--- config.mk ---
export PLATFORM = sky130hd
export DESIGN_NAME = hart_reset_tracker
export DESIGN_NICKNAME = d
export VERILOG_FILES = /design/src/rtl/hart_reset_pkg.sv /design/src/rtl/hart_reset_flags.sv /design/src/rtl/hart_reset_ctrl.sv /design/src/rtl/hart_reset_tracker.sv
export SDC_FILE = /design/constraint.sdc
export NUM_CORES = 1
export LEC_CHECK = 0
export BUFFER_PORTS_ARGS = -buffer_cell sky130_fd_sc_hd__buf_2
export CORE_ASPECT_RATIO = 2
export CORE_MARGIN = 5
export CORE_UTILIZATION = 43
export DETAILED_ROUTE_END_ITERATION = 6
export PLACE_DENSITY = 0.7
export SYNTH_ARGS = -nofsm -noshare
export SYNTH_HDL_FRONTEND = slang
export SYNTH_SLANG_ARGS = --single-unit
--- constraint.sdc ---
create_clock -name clk -period 2.34 [get_ports clk]
set_input_delay 0.351 -clock clk [delete_from_list [all_inputs] [get_ports clk]]
set_output_delay 0.351 -clock clk [all_outputs]
set_load 0.05 [all_outputs]
--- src/rtl/hart_reset_pkg.sv ---
package hart_reset_pkg;

  // register addresses
  localparam logic [6:0] ADDR_CTRL = 7'h10;
  localparam logic [6:0] ADDR_STAT = 7'h11;

  // control word field positions
  localparam int CTRL_NDM_BIT = 1;
  localparam int CTRL_SEL_LSB = 16;
  localparam int CTRL_ACK_BIT = 28;

  // status word field positions
  localparam int ST_ANY_HALT  = 8;
  localparam int ST_ALL_HALT  = 9;
  localparam int ST_ANY_RUN   = 10;
  localparam int ST_ALL_RUN   = 11;
  localparam int ST_ANY_UNAV  = 12;
  localparam int ST_ALL_UNAV  = 13;
  localparam int ST_ANY_NONEX = 14;
  localparam int ST_ALL_NONEX = 15;
  localparam int ST_ANY_RACK  = 16;
  localparam int ST_ALL_RACK  = 17;
  localparam int ST_ANY_HRST  = 18;
  localparam int ST_ALL_HRST  = 19;
  localparam int ST_IMPEBRK   = 22;

  // strobes from control to the flag datapath
  typedef struct packed {
    logic ackReq;   // acknowledge have-reset of ackIdx
    logic ctrlWr;   // control register written
    logic statRd;   // status register read
    logic ctrlRd;   // control register read
  } ctrlStrobes_t;

  // flags of the selected hart
  typedef struct packed {
    logic exists;
    logic halted;
    logic resumeAck;
    logic haveReset;
  } hartView_t;

endpackage

--- src/rtl/hart_reset_flags.sv ---
module hart_reset_flags
  import hart_reset_pkg::*;
#(
  parameter int NUM_HARTS  = 16,
  parameter int HARTSELLEN = 10
) (
  input  logic                  clk,
  input  logic                  rstN,
  input  ctrlStrobes_t          strobes,
  input  logic [HARTSELLEN-1:0] ackIdx,
  input  logic                  hartResetPulse,
  input  logic [HARTSELLEN-1:0] hartResetIdx,
  input  logic [NUM_HARTS-1:0]  haltSet,
  input  logic [NUM_HARTS-1:0]  resumeAckSet,
  output logic [NUM_HARTS-1:0]  haltedVec,
  output logic [NUM_HARTS-1:0]  resumeAckVec,
  output logic [NUM_HARTS-1:0]  haveResetVec
);

  logic unusedStrobes;
  assign unusedStrobes = ^{strobes.ctrlWr, strobes.statRd, strobes.ctrlRd};

  for (genvar g = 0; g < NUM_HARTS; g++) begin : gHart
    localparam logic [HARTSELLEN-1:0] MY_IDX = HARTSELLEN'(g);

    logic rstHit;
    logic ackHit;
    assign rstHit = hartResetPulse && (hartResetIdx == MY_IDX);
    assign ackHit = strobes.ackReq && (ackIdx == MY_IDX);

    // halted: a hart reset wins over a halt strobe
    always_ff @(posedge clk or negedge rstN) begin
      if (!rstN) begin
        haltedVec[g] <= 1'b0;
      end else if (rstHit) begin
        haltedVec[g] <= 1'b0;
      end else if (haltSet[g]) begin
        haltedVec[g] <= 1'b1;
      end
    end

    // resume-acknowledged: set-only
    always_ff @(posedge clk or negedge rstN) begin
      if (!rstN) begin
        resumeAckVec[g] <= 1'b0;
      end else if (resumeAckSet[g]) begin
        resumeAckVec[g] <= 1'b1;
      end
    end

    // have-reset: sticky, the reset beats the acknowledge
    always_ff @(posedge clk or negedge rstN) begin
      if (!rstN) begin
        haveResetVec[g] <= 1'b0;
      end else if (rstHit) begin
        haveResetVec[g] <= 1'b1;
      end else if (ackHit) begin
        haveResetVec[g] <= 1'b0;
      end
    end
  end

endmodule

--- src/rtl/hart_reset_ctrl.sv ---
module hart_reset_ctrl
  import hart_reset_pkg::*;
#(
  parameter int NUM_HARTS  = 16,
  parameter int HARTSELLEN = 10,
  parameter bit IMPEBREAK  = 1'b1
) (
  input  logic                  clk,
  input  logic                  rstN,
  input  logic                  regReq,
  input  logic                  regWrite,
  input  logic [6:0]            regAddr,
  input  logic [31:0]           regWdata,
  output logic [31:0]           regRdata,
  input  logic [NUM_HARTS-1:0]  haltedVec,
  input  logic [NUM_HARTS-1:0]  resumeAckVec,
  input  logic [NUM_HARTS-1:0]  haveResetVec,
  output ctrlStrobes_t          strobes,
  output logic [HARTSELLEN-1:0] ackIdx,
  output logic                  ndmResetReq
);

  localparam int IDXW = (NUM_HARTS > 1) ? $clog2(NUM_HARTS) : 1;
  localparam int PADN = 1 << IDXW;
  localparam logic [31:0] SEL_MASK =
    ((32'd1 << HARTSELLEN) - 32'd1) << CTRL_SEL_LSB;
  localparam logic [31:0] USED_MASK =
    SEL_MASK | (32'd1 << CTRL_NDM_BIT) | (32'd1 << CTRL_ACK_BIT);

  logic                  isCtrl;
  logic                  isStat;
  logic [HARTSELLEN-1:0] wrSel;
  logic [HARTSELLEN-1:0] hartSel;
  logic                  selExists;
  logic [IDXW-1:0]       selLo;
  logic [PADN-1:0]       haltPad;
  logic [PADN-1:0]       rackPad;
  logic [PADN-1:0]       hrstPad;
  hartView_t             view;
  logic [31:0]           statWord;
  logic [31:0]           ctrlWord;
  logic [31:0]           readWord;
  logic                  unusedWdata;

  assign unusedWdata = ^(regWdata & ~USED_MASK);

  // decode
  assign isCtrl = (regAddr == ADDR_CTRL);
  assign isStat = (regAddr == ADDR_STAT);
  assign wrSel  = regWdata[CTRL_SEL_LSB +: HARTSELLEN];

  always_comb begin
    strobes        = '0;
    strobes.ctrlWr = regReq && regWrite && isCtrl;
    strobes.ackReq = regReq && regWrite && isCtrl && regWdata[CTRL_ACK_BIT];
    strobes.statRd = regReq && !regWrite && isStat;
    strobes.ctrlRd = regReq && !regWrite && isCtrl;
  end

  // acknowledge uses the select value of the same write
  assign ackIdx = wrSel;

  // held hart select and reset request
  always_ff @(posedge clk or negedge rstN) begin
    if (!rstN) begin
      hartSel     <= '0;
      ndmResetReq <= 1'b0;
    end else if (strobes.ctrlWr) begin
      hartSel     <= wrSel;
      ndmResetReq <= regWdata[CTRL_NDM_BIT];
    end
  end

  // selected hart view
  assign selExists = ({{(32-HARTSELLEN){1'b0}}, hartSel} < 32'(NUM_HARTS));
  assign selLo     = hartSel[IDXW-1:0];
  assign haltPad   = PADN'(haltedVec);
  assign rackPad   = PADN'(resumeAckVec);
  assign hrstPad   = PADN'(haveResetVec);

  always_comb begin
    view.exists    = selExists;
    view.halted    = selExists && haltPad[selLo];
    view.resumeAck = selExists && rackPad[selLo];
    view.haveReset = selExists && hrstPad[selLo];
  end

  // status word
  always_comb begin
    statWord               = '0;
    statWord[ST_IMPEBRK]   = IMPEBREAK;
    statWord[ST_ANY_NONEX] = !view.exists;
    statWord[ST_ALL_NONEX] = !view.exists;
    statWord[ST_ANY_UNAV]  = 1'b0;
    statWord[ST_ALL_UNAV]  = 1'b0;
    statWord[ST_ANY_HALT]  = view.halted;
    statWord[ST_ALL_HALT]  = view.halted;
    statWord[ST_ANY_RUN]   = view.exists && !view.halted;
    statWord[ST_ALL_RUN]   = view.exists && !view.halted;
    statWord[ST_ANY_RACK]  = view.resumeAck;
    statWord[ST_ALL_RACK]  = view.resumeAck;
    statWord[ST_ANY_HRST]  = view.haveReset;
    statWord[ST_ALL_HRST]  = view.haveReset;
  end

  // control readback
  always_comb begin
    ctrlWord                                 = '0;
    ctrlWord[CTRL_SEL_LSB +: HARTSELLEN]     = hartSel;
    ctrlWord[CTRL_NDM_BIT]                   = ndmResetReq;
  end

  always_comb begin
    if (strobes.statRd) begin
      readWord = statWord;
    end else if (strobes.ctrlRd) begin
      readWord = ctrlWord;
    end else begin
      readWord = '0;
    end
  end

  // registered read data, held between reads
  always_ff @(posedge clk or negedge rstN) begin
    if (!rstN) begin
      regRdata <= '0;
    end else if (regReq && !regWrite) begin
      regRdata <= readWord;
    end
  end

endmodule

--- src/rtl/hart_reset_tracker.sv ---
module hart_reset_tracker
  import hart_reset_pkg::*;
#(
  parameter int NUM_HARTS  = 16,
  parameter int HARTSELLEN = 10,
  parameter bit IMPEBREAK  = 1'b1
) (
  input  logic                  clk,
  input  logic                  rstN,
  input  logic                  regReq,
  input  logic                  regWrite,
  input  logic [6:0]            regAddr,
  input  logic [31:0]           regWdata,
  output logic [31:0]           regRdata,
  input  logic                  hartResetPulse,
  input  logic [HARTSELLEN-1:0] hartResetIdx,
  input  logic [NUM_HARTS-1:0]  haltSet,
  input  logic [NUM_HARTS-1:0]  resumeAckSet,
  output logic                  ndmResetReq
);

  ctrlStrobes_t          strobes;
  logic [HARTSELLEN-1:0] ackIdx;
  logic [NUM_HARTS-1:0]  haltedVec;
  logic [NUM_HARTS-1:0]  resumeAckVec;
  logic [NUM_HARTS-1:0]  haveResetVec;

  hart_reset_ctrl #(
    .NUM_HARTS (NUM_HARTS),
    .HARTSELLEN(HARTSELLEN),
    .IMPEBREAK (IMPEBREAK)
  ) u_ctrl (
    .clk         (clk),
    .rstN        (rstN),
    .regReq      (regReq),
    .regWrite    (regWrite),
    .regAddr     (regAddr),
    .regWdata    (regWdata),
    .regRdata    (regRdata),
    .haltedVec   (haltedVec),
    .resumeAckVec(resumeAckVec),
    .haveResetVec(haveResetVec),
    .strobes     (strobes),
    .ackIdx      (ackIdx),
    .ndmResetReq (ndmResetReq)
  );

  hart_reset_flags #(
    .NUM_HARTS (NUM_HARTS),
    .HARTSELLEN(HARTSELLEN)
  ) u_flags (
    .clk           (clk),
    .rstN          (rstN),
    .strobes       (strobes),
    .ackIdx        (ackIdx),
    .hartResetPulse(hartResetPulse),
    .hartResetIdx  (hartResetIdx),
    .haltSet       (haltSet),
    .resumeAckSet  (resumeAckSet),
    .haltedVec     (haltedVec),
    .resumeAckVec  (resumeAckVec),
    .haveResetVec  (haveResetVec)
  );

endmodule

==> summary.txt, run 1 <==
Synthesis
  • Synthesized area: approximately 3400 µm²
  • Syn avg cell area: around 12 µm²
  • Most frequent cells after synthesis: dfrtp_1 (73), nand2_1 (35), buf_4 (18)
  • Post-synth EDFFs: 0
  • Seq/Total Area, Yosys: 0.531
  • FF+latch count, synth: 73
  • Ys async rst share: 1.00
  • Area leader, netlist: dfrtp_1
  • Top-area cell type share of the netlist area: 0.531
  • Dominant cells by area after synthesis: dfrtp_1 (53%), mux4_2 (9.8%), buf_4 (3.9%), nand2_1 (3.8%), or2_2 (2.9%)
  • Most frequent cell after synthesis: dfrtp_1
  • Most used flip-flop cell after synthesis: dfrtp_1
  • Count of cell types in the netlist: 42
  • YS warnings: 0
  • Mapped Cells: ~280

Clocking
  • TritonCTS Buffers: 9
  • CTS root buffer: clkbuf_16
  • Post-CTS setup buffers: 0
  • Clock buffer depth: 2
  • CTS tree: built
  • Clk slew on worst S/H paths: around 0.060 ns
  • Clock latency on the worst-skew pair: 0.33 ns
  • Post-CTS sizing: 0
  • CTS sink count: 73
  • H-tree Lvls: 3
  • Hold_buf cts: 0

Timing
  • Slew @ Worst Pin: about 0.62 ns
  • Setup Skew: ~0.0053 ns
  • Fin crit period: 2.07 ns
  • Number of hold violations in the final report: 0
  • Final setup margin: about 0.27 ns
  • RSZ-0062 raised after global routing: false
  • Max Fclk: between 400 and 500 MHz
  • Slew Limit Fails: 0
  • Relative slew margins: 0.587
  • Final period utilization: 0.885
  • Setup violations, final: 0

Place
  • Gpl congestion: roughly 0.89
  • PortBufs: between 80 and 90
  • DP Worst Slack: -0.0582 ns
  • DP HPWL: around 6600 µm

Power and ir drop
  • Pleak: 1.85 nW
  • PwrDens: approximately 700 nW/µm²
  • VDD IR max: 0.000547 V
  • Tot Pwr: a little over 3 mW

Worst setup path
  • Setup crit end kind: register
  • Crit Path Class: primary input to register
  • Crit path largest cell delay: 0.54 ns
  • CP Cell Sequence: buf_2 > or4_4 > or4b_1 > buf_4 > o41ai_1 > o21ai_1
  • Critical path arrival: approximately 2.3 ns
  • CP Launch Type: primary input
  • CP max FO: 19
  • Crit-path leading delay family: simple AND/OR/NAND/NOR gates
  • WP data required: ~2.5 ns
  • Critical-path top delay cell: or4_4
  • CP Buf/Inv Count: 2

Finish
  • Fin nets: roughly 460
  • Inserted Diodes: 0
  • Proportion of layout cells with a drive suffix above 1: 0.399
  • Area Overhead vs Synth: 23.4%

Global routing
  • Vias in the first global route: approximately 2.8k
  • Initial antenna violation count: 0
  • GRT Total Usage: 0.182
  • Grt total ovfl: 0
  • First-pass GRT wire length: 13600 µm
  • Largest net degree at the start of global routing: 31

Routing
  • Post-DR vias/cell: 5.44
  • Post-Route WL: approximately 8300 µm
  • DRT iter0 DRCs: 85
  • Initial DRT Pass Iterations: 4
  • Avg WL per Cell: approximately 18 µm
  • Antenna-violating nets left: 0
  • Via count: ~2.6k
  • Drt drc: 0

Run
  • Max-cap violations: 0

Die
  • Die ar.: 10000 µm²
  • Die Span Y: approximately 140 µm
  • Rows: 46
  • Die width: roughly 73 µm
  • Ports: 119
  • Initial Util: 0.437
  • Core Footprint: about 7900 µm²

Outcome
  • Status: finished clean

Worst hold path
  • Worst hold path class: primary input to asynchronous set/reset pin
==> cell families after synthesis <==
kind of cell | Yosys count | share of synthesized area
other | 1 | 0.00109
AOI/OAI and AO/OA | 57 | 0.119
muxes | 26 | 0.138
buffers and inverters | 31 | 0.0614
DFF | 73 | 0.531
and+or+nand+nor | 95 | 0.149
==> worst reg2reg max path, stage by stage (launching register included) <==
cell and delay (ns):
dfrtp_1 0.66, mux4_2 0.63, mux4_2 0.49, nand4_1 0.11
nand2_1 0.05
==> registers in the layout, indices dropped and copies added (netlist names) <==
| signal | flops |
|---|---|
| u_ctrl.hartSel | 10 |
| u_flags.haltedVec | 16 |
| u_ctrl.regRdata | 14 |
| u_flags.resumeAckVec | 16 |
| u_flags.haveResetVec | 16 |
| u_ctrl.ndmResetReq | 1 |
==> per-stage QoR <==
stage,utilization,hold slack (ns),std cells,TNS (ns),area [µm²]
after global routing,0.539,0.0867,474,0,4250
after CTS,0.539,0.0426,474,0,4250
after global placement,0.498,0.390,458,-0.0359,3930
final,0.539,0.0327,474,0,4250
after floorplan,-,0.0554,297,0,3500
after detailed placement,0.498,0.399,458,-0.0582,3930
==> report_power, final <==
| group | internal (mW) | switching, mW | total [mW] |
|---|---|---|---|
| Combinational | 0.0998 | 0.192 | 0.292 |
| Clock | 0.960 | 0.501 | 1.46 |
| Sequential | 1.29 | 0.0248 | 1.31 |
==> cell usage in the layout (no fill, tap or decap), types with 3 or more instances in the layout <==
cell / synthesis / routed
buf_2: 1 / 83
o22a_1: 8 / 8
nand2_1: 35 / 35
nand2b_1: 3 / 3
nand3_1: 5 / 5
mux2_4: 4 / 4
mux4_2: 15 / 15
o31ai_1: 12 / 12
buf_4: 18 / 7
nor2b_1: 6 / 6
mux2_2: 7 / 7
inv_1: 4 / 4
or2_2: 16 / 16
clkbuf_16: 0 / 9
o21a_1: 8 / 8
nand4_1: 4 / 4
dfrtp_1: 73 / 73
conb_1: 1 / 15
o21ai_1: 8 / 8
a22o_1: 6 / 6
nor2_1: 8 / 8
nor4_1: 3 / 3
o41ai_1: 4 / 4
a21oi_1: 6 / 6
==> path summary, 6_finish.rpt <==
| path | cells past startpoint | end | startpoint | slack, ns |
|---|---|---|---|---|
| max | 6 | u_flags.haveResetVec[11]$_DFFE_PN0P_ | regAddr[6] | 0.27 |
| min | 1 | u_flags.resumeAckVec[5]$_DFFE_PN0P_ | rstN | 0.03 |
| max reg2reg | 4 | u_ctrl.regRdata[9]$_DFFE_PN0P_ | u_ctrl.hartSel[0]$_DFFE_PN0P_ | 0.30 |
| min reg2reg | 2 | u_ctrl.regRdata[22]$_DFFE_PN0P_ | u_ctrl.regRdata[22]$_DFFE_PN0P_ | 0.46 |
| max in group asynchronous | 2 | u_flags.haveResetVec[11]$_DFFE_PN0P_ | rstN | 1.62 |
| min in group clk | 2 | u_flags.resumeAckVec[7]$_DFFE_PN0P_ | resumeAckSet[7] | 0.20 |
==> routing by layer <==
layer  routed length (µm)  track usage  share of wire
met5                    0            0              0
met4                  211       0.0852          0.025
met3                  472       0.0324          0.057
met2                 4980        0.346           0.60
met1                 2660        0.181           0.32
==> area by class of cell <==
class / count / area, µm²
Fill cell: 703 / 3640
Sequential cell: 73 / 1830
Multi-Input combinational cell: 193 / 1460
Timing Repair Buffer: 92 / 508
Clock buffer: 11 / 243
Tap cell: 96 / 120
Clock inverter: 5 / 78.8
Inverter: 4 / 15.0
No activity file was read; power rests on OpenSTA's default activity.
==> run 2: changes to the inputs <==
--- a/config.mk
+++ b/config.mk
@@ -8,9 +8,8 @@
 export BUFFER_PORTS_ARGS = -buffer_cell sky130_fd_sc_hd__buf_2
 export CORE_ASPECT_RATIO = 2
 export CORE_MARGIN = 5
-export CORE_UTILIZATION = 43
+export CORE_UTILIZATION = 30
 export DETAILED_ROUTE_END_ITERATION = 6
-export PLACE_DENSITY = 0.7
 export SYNTH_ARGS = -nofsm -noshare
 export SYNTH_HDL_FRONTEND = slang
 export SYNTH_SLANG_ARGS = --single-unit
==> run 2 against run 1 <==
  * First-iteration DRC count rose by 1.2%
  * Highest routed layer unchanged
  * Largest power group unchanged
  * Critical path type unchanged
  * Non-clock buffer count increased by 2
  * Critical path depth stayed put
  * Via count decreased by 0.23%
  * Count of clock-buffer cells in the layout fell by 1
==> summary.txt, run 2 (same netlist as run 1, synthesis figures left out) <==
Finish
  • Final Cell Area: 4290 µm² (was 4250 µm²)
  • Most common cell after layout, fill and taps aside: buf_2 (unchanged)
  • Most frequent cells in the layout: buf_2 (83), dfrtp_1 (73), nand2_1 (35) (unchanged)
  • Fin nets: 461 (was 459)
  • Area Overhead vs Synth: 24.7% (was 23.4%)
  • Proportion of layout cells with a drive suffix above 1: 0.405 (was 0.399)
  • Register area: 1830 µm² (unchanged)
  • Area of the multi-input gates: 1460 µm² (unchanged)
  • Final Util: 0.380 (was 0.539)
  • Inserted Diodes: 0 (unchanged)
  • Non-filler cells, final: 522 (was 474)
  • Layout fillers: 1148 (was 703)
  • Regs by FF count: u_flags.haltedVec: 16 flops, u_flags.haveResetVec: 16 flops, u_flags.resumeAckVec: 16 flops (unchanged)

Worst setup path
  • Crit path to: u_flags.haveResetVec[3]$_DFFE_PN0P_ (was u_flags.haveResetVec[11]$_DFFE_PN0P_)
  • CP startpoint: regAddr[6] (unchanged)
  • R2r setup slk: 0.34 ns (was 0.30 ns)
  • Worst r2r dst: u_ctrl.regRdata[9]$_DFFE_PN0P_ (unchanged)
  • Reg2reg start: u_ctrl.hartSel[0]$_DFFE_PN0P_ (unchanged)
  • FF-to-FF path depth: 4 (unchanged)
  • CP Launch Type: primary input (unchanged)
  • WP data required: 2.53 ns (was 2.54 ns)
  • Crit Path Class: primary input to register (unchanged)
  • Setup crit end kind: register (unchanged)
  • CP max FO: 18 (was 19)
  • Critical path arrival: 2.22 ns (was 2.27 ns)

Global routing
  • Initial antenna violation count: 0 (unchanged)
  • Vias in the first global route: 2845 (was 2827)
  • Grt total ovfl: 0 (unchanged)
  • Largest net degree at the start of global routing: 74 (was 31)
  • First-pass GRT wire length: 14300 µm (was 13600 µm)
  • GRT Total Usage: 0.135 (was 0.182)

Power and ir drop
  • PwrDens: 698 nW/µm² (was 721 nW/µm²)
  • VDD IR max: 0.000394 V (was 0.000547 V)
  • Pleak: 1.84 nW (was 1.85 nW)
  • Tot Pwr: 3.00 mW (was 3.07 mW)

Routing
  • Avg WL per Cell: 16.8 µm (was 17.6 µm)
  • Initial DRT Pass Iterations: 4 (unchanged)
  • Drt drc: 0 (unchanged)
  • DRT iter0 DRCs: 86 (was 85)
  • Via count: 2571 (was 2577)
  • Post-DR vias/cell: 4.93 (was 5.44)
  • Post-Route WL: 8750 µm (was 8330 µm)
  • Antenna-violating nets left: 0 (unchanged)

Die
  • Rows: 55 (was 46)
  • Die width: 85.8 µm (was 73.3 µm)
  • Die ar.: 13900 µm² (was 10000 µm²)
  • Initial Util: 0.305 (was 0.437)
  • Core Footprint: 11300 µm² (was 7890 µm²)
  • Ports: 119 (unchanged)
  • Die Span Y: 162 µm (was 137 µm)

Timing
  • Final period utilization: 0.865 (was 0.885)
  • RSZ-0062 raised after global routing: false (unchanged)
  • Relative slew margins: 0.622 (was 0.587)
  • Setup Skew: 0.00776 ns (was 0.00531 ns)
  • Max Fclk: 494 MHz (was 483 MHz)
  • Slew @ Worst Pin: 0.565 ns (was 0.619 ns)
  • Number of hold violations in the final report: 0 (unchanged)
  • Setup violations, final: 0 (unchanged)
  • TNS Setup: 0 ns (unchanged)
  • Fin crit period: 2.02 ns (was 2.07 ns)
  • Slew Limit Fails: 0 (unchanged)

Place
  • Gpl congestion: 0.774 (was 0.892)
  • Area after DPL: 3990 µm² (was 3930 µm²)
  • DP HPWL: 6860 µm (was 6570 µm)
  • PortBufs: 83 (unchanged)
  • Placed cell count: 506 (was 458)

Clocking
  • CTS sink count: 73 (unchanged)
  • CTS tree: built (unchanged)
  • CTS root buffer: clkbuf_16 (unchanged)
  • H-tree Lvls: 3 (unchanged)
  • Hold_buf cts: 0 (unchanged)
  • Post-CTS sizing: 0 (unchanged)
  • TritonCTS Buffers: 9 (unchanged)
  • Clk slew on worst S/H paths: 0.06 ns (about the same)
  • Post-CTS setup buffers: 0 (unchanged)
  • Clock latency on the worst-skew pair: 0.33 ns (about the same)
  • Clock buffer depth: 2 (unchanged)

Outcome
  • Status: finished clean (unchanged)

Worst hold path
  • Worst hold path class: primary input to asynchronous set/reset pin (unchanged)

Run
  • Max-cap violations: 0 (unchanged)
==> run 2: per-layer routing <==
| layer | global-route usage | vias up | share of wire |
|---|---|---|---|
| li1 | - | 1190 | - |
| met1 | 0.136 | 1259 | 0.35 |
| met2 | 0.251 | 101 | 0.56 |
| met3 | 0.0301 | 21 | 0.056 |
| met4 | 0.0706 | 0 | 0.033 |
| met5 | 0 | - | 0 |
==> run 2: worst min path at each step <==
stage,endpoint,slack (ns),cells past startpoint
floorplan,u_ctrl.hartSel[0]$_DFFE_PN0P_,0.06,0
global placement,u_flags.haltedVec[4]$_DFFE_PN0P_,0.40,2
detailed placement,u_flags.haltedVec[4]$_DFFE_PN0P_,0.42,2
CTS,u_flags.resumeAckVec[10]$_DFFE_PN0P_,0.06,2
global route,u_flags.resumeAckVec[10]$_DFFE_PN0P_,0.08,2
finish,u_flags.haltedVec[4]$_DFFE_PN0P_,0.05,2
==> run 2: worst max-delay path, stage by stage <==
cell and delay [ns]:
buf_2 0.09, or4_4 0.54, or4b_1 0.49, buf_4 0.22, o41ai_1 0.40, o21ai_1 0.12
==> run 2: final cells by class <==
cell class / count / area share
clock inverter: 6 / 0.0154
multi-input combinational: 193 / 0.340
clock buffer: 10 / 0.0557
inverter: 4 / 0.00350
sequential: 73 / 0.426
timing repair buffer: 94 / 0.119
tap: 142 / 0.0414
==> run 2: stage by stage <==
step	worst slack (ns)	hold slack, ns
6_report	0.316	0.0517
2_1_floorplan	0.228	0.0554
3_5_place_dp	-0.0205	0.419
5_1_grt	0.229	0.0843
3_3_place_gp	0.0226	0.403
4_1_cts	0.306	0.0603
==> run 2: where the power goes <==
part | internal, mW | switching (mW) | total (mW)
sequential | 1.29 | 0.0227 | 1.31
clock | 0.856 | 0.536 | 1.39
combinational | 0.0988 | 0.196 | 0.294
